File: src/rtl/psram_ctrl_pkg.sv
package psram_ctrl_pkg;
  localparam int DQ_W  = 16;
  localparam int LANES = DQ_W / 8;

  typedef enum logic [2:0] {
    PH_IDLE,
    PH_READ,
    PH_WRITE,
    PH_HOLD,
    PH_RECOVER
  } phase_e;
endpackage

File: src/rtl/psram_init_timer.sv
module psram_init_timer #(
  parameter int INIT_CYCLES = 37500
) (
  input  logic clk,
  input  logic rst_n,
  output logic done
);
  localparam int CW = $clog2(INIT_CYCLES + 1);

  logic [CW-1:0] cnt_q;

  // Saturating count of edges since reset release.
  always_ff @(posedge clk or negedge rst_n) begin
    if (!rst_n)
      cnt_q <= '0;
    else if (cnt_q != CW'(INIT_CYCLES))
      cnt_q <= cnt_q + 1'b1;
  end

  assign done = (cnt_q == CW'(INIT_CYCLES));
endmodule

File: src/rtl/psram_phase_fsm.sv
module psram_phase_fsm
  import psram_ctrl_pkg::*;
#(
  parameter int ACC_CYCLES = 18,
  parameter int WE_CYCLES  = 14,
  parameter int REC_CYCLES = 2
) (
  input  logic   clk,
  input  logic   rst_n,
  input  logic   go,
  input  logic   go_write,
  output phase_e phase,
  output logic   capture
);
  localparam int MAX_AW = (ACC_CYCLES > WE_CYCLES) ? ACC_CYCLES : WE_CYCLES;
  localparam int MAXC   = (MAX_AW > REC_CYCLES) ? MAX_AW : REC_CYCLES;
  localparam int CW     = $clog2(MAXC + 1);

  phase_e        ph_q;
  logic [CW-1:0] cnt_q;

  always_ff @(posedge clk or negedge rst_n) begin
    if (!rst_n) begin
      ph_q  <= PH_IDLE;
      cnt_q <= '0;
    end else begin
      unique case (ph_q)
        PH_IDLE: begin
          cnt_q <= '0;
          if (go) ph_q <= go_write ? PH_WRITE : PH_READ;
        end
        PH_READ: begin
          if (cnt_q == CW'(ACC_CYCLES - 1)) begin
            ph_q  <= PH_RECOVER;
            cnt_q <= '0;
          end else cnt_q <= cnt_q + 1'b1;
        end
        PH_WRITE: begin
          if (cnt_q == CW'(WE_CYCLES - 1)) begin
            ph_q  <= PH_HOLD;
            cnt_q <= '0;
          end else cnt_q <= cnt_q + 1'b1;
        end
        PH_HOLD: begin
          ph_q  <= PH_RECOVER;
          cnt_q <= '0;
        end
        PH_RECOVER: begin
          if (cnt_q == CW'(REC_CYCLES - 1)) begin
            ph_q  <= PH_IDLE;
            cnt_q <= '0;
          end else cnt_q <= cnt_q + 1'b1;
        end
        default: begin
          ph_q  <= PH_IDLE;
          cnt_q <= '0;
        end
      endcase
    end
  end

  assign phase   = ph_q;
  assign capture = (ph_q == PH_READ) && (cnt_q == CW'(ACC_CYCLES - 1));
endmodule

File: src/rtl/psram_strobe_gen.sv
module psram_strobe_gen
  import psram_ctrl_pkg::*;
(
  input  phase_e           phase,
  input  logic [LANES-1:0] lane_en,
  output logic             ce_n,
  output logic             oe_n,
  output logic             we_n,
  output logic [LANES-1:0] lane_n,
  output logic             dq_oe
);
  logic access;

  // Decoded straight from the phase register, so each strobe changes once per edge.
  assign access = (phase == PH_READ) || (phase == PH_WRITE);
  assign ce_n   = ~access;
  assign oe_n   = ~(phase == PH_READ);
  assign we_n   = ~(phase == PH_WRITE);
  assign dq_oe  = (phase == PH_WRITE) || (phase == PH_HOLD);

  for (genvar g = 0; g < LANES; g++) begin : g_lane
    assign lane_n[g] = ~(access && lane_en[g]);
  end
endmodule

File: src/rtl/psram_async_ctrl.sv
module psram_async_ctrl
  import psram_ctrl_pkg::*;
#(
  parameter int ADDR_W      = 22,
  parameter int INIT_CYCLES = 37500,
  parameter int ACC_CYCLES  = 18,
  parameter int WR_CYCLES   = 14,
  parameter int CEM_CYCLES  = 1000,
  parameter int REC_CYCLES  = 2
) (
  input  logic              clk,
  input  logic              rst_n,
  input  logic              req_valid,
  output logic              req_ready,
  input  logic              req_write,
  input  logic [ADDR_W-1:0] req_addr,
  input  logic [DQ_W-1:0]   req_wdata,
  input  logic [LANES-1:0]  req_be,
  output logic              rsp_valid,
  output logic [DQ_W-1:0]   rsp_rdata,
  output logic [ADDR_W-1:0] mem_addr,
  output logic [DQ_W-1:0]   mem_dq_o,
  output logic              mem_dq_oe,
  input  logic [DQ_W-1:0]   mem_dq_i,
  output logic              mem_ce_n,
  output logic              mem_oe_n,
  output logic              mem_we_n,
  output logic              mem_lb_n,
  output logic              mem_ub_n
);
  // Write pulse is clipped one cycle short of the chip-enable-low ceiling.
  localparam int WE_EFF = (WR_CYCLES < CEM_CYCLES) ? WR_CYCLES : CEM_CYCLES - 1;

  logic              init_done;
  logic              capture;
  logic              accept;
  logic              has_lane;
  phase_e            phase;
  logic [ADDR_W-1:0] addr_q;
  logic [DQ_W-1:0]   wdata_q;
  logic [LANES-1:0]  be_q;
  logic [LANES-1:0]  lane_n;

  psram_init_timer #(.INIT_CYCLES(INIT_CYCLES)) u_init (
    .clk  (clk),
    .rst_n(rst_n),
    .done (init_done)
  );

  assign req_ready = init_done && (phase == PH_IDLE);
  assign accept    = req_valid && req_ready;
  assign has_lane  = |req_be;

  psram_phase_fsm #(
    .ACC_CYCLES(ACC_CYCLES),
    .WE_CYCLES (WE_EFF),
    .REC_CYCLES(REC_CYCLES)
  ) u_fsm (
    .clk     (clk),
    .rst_n   (rst_n),
    .go      (accept && has_lane),
    .go_write(req_write),
    .phase   (phase),
    .capture (capture)
  );

  // Request word is latched only at acceptance, keeping address and data still.
  always_ff @(posedge clk or negedge rst_n) begin
    if (!rst_n) begin
      addr_q  <= '0;
      wdata_q <= '0;
      be_q    <= '0;
    end else if (accept) begin
      addr_q  <= req_addr;
      wdata_q <= req_wdata;
      be_q    <= req_be;
    end
  end

  always_ff @(posedge clk or negedge rst_n) begin
    if (!rst_n) begin
      rsp_valid <= 1'b0;
      rsp_rdata <= '0;
    end else begin
      rsp_valid <= capture || (accept && !has_lane && !req_write);
      if (capture)
        rsp_rdata <= mem_dq_i;
      else if (accept && !has_lane && !req_write)
        rsp_rdata <= '0;
    end
  end

  psram_strobe_gen u_strb (
    .phase  (phase),
    .lane_en(be_q),
    .ce_n   (mem_ce_n),
    .oe_n   (mem_oe_n),
    .we_n   (mem_we_n),
    .lane_n (lane_n),
    .dq_oe  (mem_dq_oe)
  );

  assign mem_lb_n = lane_n[0];
  assign mem_ub_n = lane_n[1];
  assign mem_addr = addr_q;
  assign mem_dq_o = wdata_q;
endmodule

File: config.mk
export PLATFORM = sky130hd
export DESIGN_NAME = psram_async_ctrl
export DESIGN_NICKNAME = d
export VERILOG_FILES = /design/src/rtl/psram_ctrl_pkg.sv /design/src/rtl/psram_init_timer.sv /design/src/rtl/psram_phase_fsm.sv /design/src/rtl/psram_strobe_gen.sv /design/src/rtl/psram_async_ctrl.sv
export SDC_FILE = /design/constraint.sdc
export NUM_CORES = 1
export LEC_CHECK = 0
export BUFFER_PORTS_ARGS = -buffer_cell sky130_fd_sc_hd__buf_2
export CAP_MARGIN = 20
export CORE_MARGIN = 2
export CORE_UTILIZATION = 53
export DETAILED_ROUTE_END_ITERATION = 6
export PLACE_DENSITY = 0.93
export SETUP_SLACK_MARGIN = 0.5
export SLEW_MARGIN = 25
export SYNTH_ARGS = -nofsm -noshare
export SYNTH_HDL_FRONTEND = slang
export SYNTH_SLANG_ARGS = --single-unit
File: constraint.sdc
create_clock -name clk -period 6.6 [get_ports clk]
set_clock_uncertainty 0.2 [all_clocks]
set_input_delay 1.32 -clock clk [delete_from_list [all_inputs] [get_ports clk]]
set_output_delay 1.32 -clock clk [all_outputs]
set_load 0.005 [all_outputs]
==> tab_implementation.tex <==
\begin{tabular}{lr}
\hline
Metric & Value \\
\hline
\multicolumn{2}{l}{\textbf{Clock network}} \\
\quad CTS tree & built \\
\quad Clock transition at the register clock pins on the worst setup and hold paths after CTS & 80 ps \\
\quad Number of buffers added to fix hold violations after cts & 0 \\
\quad Clock tree sinks & 81 \\
\quad Root Driver & sky130\_fd\_sc\_hd\_\_clkbuf\_8 \\
\quad Post-CTS setup repair buffer count & 0 \\
\quad Maximum clock path buffer count & 2 \\
\quad Clock H-tree levels & 3 \\
\quad Total CTS buffers & 9 \\
\quad Clock latency reported for the late side of the worst-skew pair & 350 ps \\
\quad Post-cts sizing count & 0 \\
\multicolumn{2}{l}{\textbf{Synthesis}} \\
\quad Area share of the leading cell type in the synthesized netlist & 0.588 \\
\quad Post-synthesis async set-or-reset flop share & 1.00 \\
\quad Post-synth EDFFs & 0 \\
\quad Synthesized netlist net count & 347 \\
\quad Dominant register cell in the synthesized netlist & sky130\_fd\_sc\_hd\_\_dfrtp\_1 \\
\quad Synth Warn \# & 0 \\
\quad Yosys top cell by area & sky130\_fd\_sc\_hd\_\_dfrtp\_1 \\
\quad Seq/Total Area, Yosys & 0.588 \\
\quad Gate count of the mapped netlist & 283 \\
\quad Mapped Avg Cell Area & 12.2 um\^{}2 \\
\quad Combined area of all synthesized cells & 3450 um\^{}2 \\
\quad Flops \& latches, synth & 81 \\
\quad Number of different library cells in the post-synthesis netlist & 41 \\
\quad Main area contributors after synthesis & sky130\_fd\_sc\_hd\_\_dfrtp\_1 59\%, sky130\_fd\_sc\_hd\_\_mux2\_2 12\%, sky130\_fd\_sc\_hd\_\_nand2\_1 4.5\% \\
\multicolumn{2}{l}{\textbf{Layout}} \\
\quad Total area of sequential cells & 2030 um\^{}2 \\
\quad Number of inserted diodes & 0 \\
\quad Finished Layout Cells & 488 \\
\quad Layout cells sized above 1 & 0.445 \\
\quad Synthesis-to-layout area growth & 25.1\% \\
\quad Fill cell count & 469 \\
\quad \# nets final & 471 \\
\quad Finished layout cell area & 4310 um\^{}2 \\
\quad Area of combinational cells with multiple inputs & 1340 um\^{}2 \\
\quad Fraction of the core area covered by cells at the end of the flow & 0.683 \\
\multicolumn{2}{l}{\textbf{STA}} \\
\quad Crit path setup slack, layout & 3270 ps \\
\quad Final count of negative-setup-slack endpoints & 0 \\
\quad Max Clk Rate & 300 MHz \\
\quad Final critical-path share of the clock period & 0.505 \\
\quad Actual transition at the worst max-transition pin & 864 ps \\
\quad Max transition margin & 0.421 \\
\quad Final hold vios & 0 \\
\quad Final hold slack & 293 ps \\
\quad Time the worst path needs with I/O delays and setup & 3330 ps \\
\quad Max-slew violation count & 0 \\
\quad Unrepaired setup endpoints after global routing & no \\
\quad Aggregate negative setup slack & 0 ps \\
\multicolumn{2}{l}{\textbf{Drt}} \\
\quad Met3 wire len & 627 um \\
\quad WL/cell & 15.3 um \\
\quad Antenna Violating Nets Remaining & 0 \\
\quad Drc violations & 0 \\
\quad Post-Route M1 WL & 2960 um \\
\quad Routed vias & 2629 \\
\quad Highest metal layer with signal wires & met4 \\
\quad First-pass detailed-route iteration total & 4 \\
\quad Met2 wire len & 3700 um \\
\quad Violation count after the first detailed-route iteration & 119 \\
\quad Overall routed net length & 7470 um \\
\quad Vias per std cell & 5.39 \\
\multicolumn{2}{l}{\textbf{Worst setup path}} \\
\quad Ordered list of cells on the worst path & nor4b\_4, and4\_1, nand2\_1, nor2\_1, buf\_2 \\
\quad Type of element launching the critical path & flop \\
\quad Critical-path maximum fanout & 7 \\
\quad First element of the critical path & u\_init.cnt\_q[7] \\
\quad Slowest stage cell, crit path & sky130\_fd\_sc\_hd\_\_dfrtp\_1 \\
\quad Beginning of the worst register-to-register path & u\_init.cnt\_q[0] \\
\quad CP bufs+invs & 1 \\
\quad Worst Path Arrival & 1810 ps \\
\quad Required @ worst endpoint & 5080 ps \\
\quad Cell family with most CP delay & simple AND/OR/NAND/NOR gates \\
\quad Worst Path Class, Setup & flop to output port \\
\quad Critical path capture point type & output port \\
\quad Longest individual stage delay on the worst path & 470 ps \\
\multicolumn{2}{l}{\textbf{Power and ir drop}} \\
\quad Power density over the cells & 222 nW/um\^{}2 \\
\quad Cell leakage power & 2.12 nW \\
\quad Total power after layout & 956 uW \\
\quad Maximum vdd drop & 0.000185 V \\
\multicolumn{2}{l}{\textbf{Place}} \\
\quad \# placed instances & 473 \\
\quad Post-detailed-placement half-perimeter wirelength & 5380 um \\
\quad Number of buffers added on ports & 121 \\
\quad Worst slack after detailed placement & 3190 ps \\
\quad Cell area after placement & 4100 um\^{}2 \\
\quad Routability congestion estimate & 0.838 \\
\multicolumn{2}{l}{\textbf{Die}} \\
\quad Area of the die & 7160 um\^{}2 \\
\quad Initial cell density of the core & 0.546 \\
\quad Die outline width & 84.6 um \\
\quad Core region area & 6310 um\^{}2 \\
\quad Die Height & 84.6 um \\
\quad Top-level I/O count & 122 \\
\quad Cell row count & 29 \\
\multicolumn{2}{l}{\textbf{Global routing}} \\
\quad Residual overflow from global routing & 0 \\
\quad GRT Total Usage & 0.216 \\
\quad Largest net degree at the start of global routing & 82 \\
\quad Number of global-route vias before repair & 2695 \\
\quad Antenna violations before repair & 0 \\
\quad Wire length of the first global-routing pass & 12400 um \\
\multicolumn{2}{l}{\textbf{Status}} \\
\quad Result of the run & finished clean \\
\multicolumn{2}{l}{\textbf{Worst hold path}} \\
\quad Path type of the worst min-delay path & flop to flop \\
\quad Critical hold path startpoint & u\_fsm.cnt\_q[0] \\
\multicolumn{2}{l}{\textbf{Run}} \\
\quad Total of max-cap violations & 0 \\
\hline
\end{tabular}
==> Yosys cell counts (3+ instances only) <==
library cell,number
sky130_fd_sc_hd__a21oi_1,7
sky130_fd_sc_hd__nor2_1,14
sky130_fd_sc_hd__nand3_1,10
sky130_fd_sc_hd__dfrtp_1,81
sky130_fd_sc_hd__a31oi_1,3
sky130_fd_sc_hd__xnor2_1,10
sky130_fd_sc_hd__nor4b_1,3
sky130_fd_sc_hd__and4_1,4
sky130_fd_sc_hd__o21ai_0,19
sky130_fd_sc_hd__ha_1,4
sky130_fd_sc_hd__nand2b_1,3
sky130_fd_sc_hd__nor2b_1,3
sky130_fd_sc_hd__nand2_1,41
sky130_fd_sc_hd__buf_6,4
sky130_fd_sc_hd__mux2_2,38
sky130_fd_sc_hd__inv_1,6
==> per-layer routing <==
layer	up-vias	track usage
met1	1257	0.260
met3	18	0.0826
met2	125	0.354
met5	-	0
li1	1229	-
met4	0	0.0837
==> sequential cells by signal (all words and copies together), names as in the netlist <==
name          cells
be_q              2
mem_addr         22
mem_dq_o         16
rsp_rdata        16
rsp_valid         1
u_fsm.cnt_q       5
u_fsm.phase       3
u_init.cnt_q     16
==> path summary, 6_finish.rpt <==
path	end	slack, ps	cells after the start
max	req_ready	3270	5
min	u_fsm.cnt_q[0]	290	1
max reg2reg	mem_dq_o[0]	3600	7
min reg2reg	u_fsm.cnt_q[0]	290	1
max in group asynchronous	u_init.cnt_q[0]	4900	1
min in group asynchronous	mem_addr[1]	790	1
==> power by group <==
group	total (mW)	internal (mW)	switching (mW)
Sequential	0.514	0.508	0.00623
Combinational	0.0537	0.0295	0.0242
Clock	0.388	0.211	0.177
Total	0.956	0.749	0.208
==> logic make-up (layout without fill, tap and decap cells) <==
family / after synthesis / after routing / share of synthesized area
flip-flops: 81 / 81 / 0.588
AO/OA/AOI/OAI: 33 / 33 / 0.0530
AND/OR/NAND/NOR: 97 / 97 / 0.154
adder cells (fa/ha/maj): 4 / 4 / 0.0145
buffers and inverters: 15 / 143 / 0.0261
XOR/XNOR: 12 / 12 / 0.0305
multiplexers: 41 / 41 / 0.134
==> cell usage in the layout, fill, tap and decap left out, types with 2 or more instances in the layout <==
cell	count
sky130_fd_sc_hd__and4_1	4
sky130_fd_sc_hd__inv_1	6
sky130_fd_sc_hd__bufinv_16	2
sky130_fd_sc_hd__a21oi_1	7
sky130_fd_sc_hd__nor2b_1	2
sky130_fd_sc_hd__and3_1	2
sky130_fd_sc_hd__buf_2	120
sky130_fd_sc_hd__mux2_1	2
sky130_fd_sc_hd__nand3_1	10
sky130_fd_sc_hd__a31oi_1	3
sky130_fd_sc_hd__nand2b_1	3
sky130_fd_sc_hd__mux2_2	38
sky130_fd_sc_hd__xor2_1	2
sky130_fd_sc_hd__nand2_1	41
sky130_fd_sc_hd__nor4b_1	3
sky130_fd_sc_hd__nor2_1	14
sky130_fd_sc_hd__nand4_1	2
sky130_fd_sc_hd__ha_1	4
sky130_fd_sc_hd__o21ai_0	19
sky130_fd_sc_hd__clkbuf_8	9
sky130_fd_sc_hd__or3_1	2
sky130_fd_sc_hd__dfrtp_1	81
sky130_fd_sc_hd__xnor2_1	10
==> area by class of cell <==
| class | instances | share of cell area |
|---|---|---|
| Timing Repair Buffer | 122 | 0.144 |
| Sequential cell | 81 | 0.470 |
| Multi-Input combinational cell | 187 | 0.310 |
| Tap cell | 77 | 0.0223 |
| Clock buffer | 10 | 0.0296 |
| Clock inverter | 5 | 0.0189 |
| Inverter | 6 | 0.00522 |
Note: power is estimated with default switching activity, not from simulation.
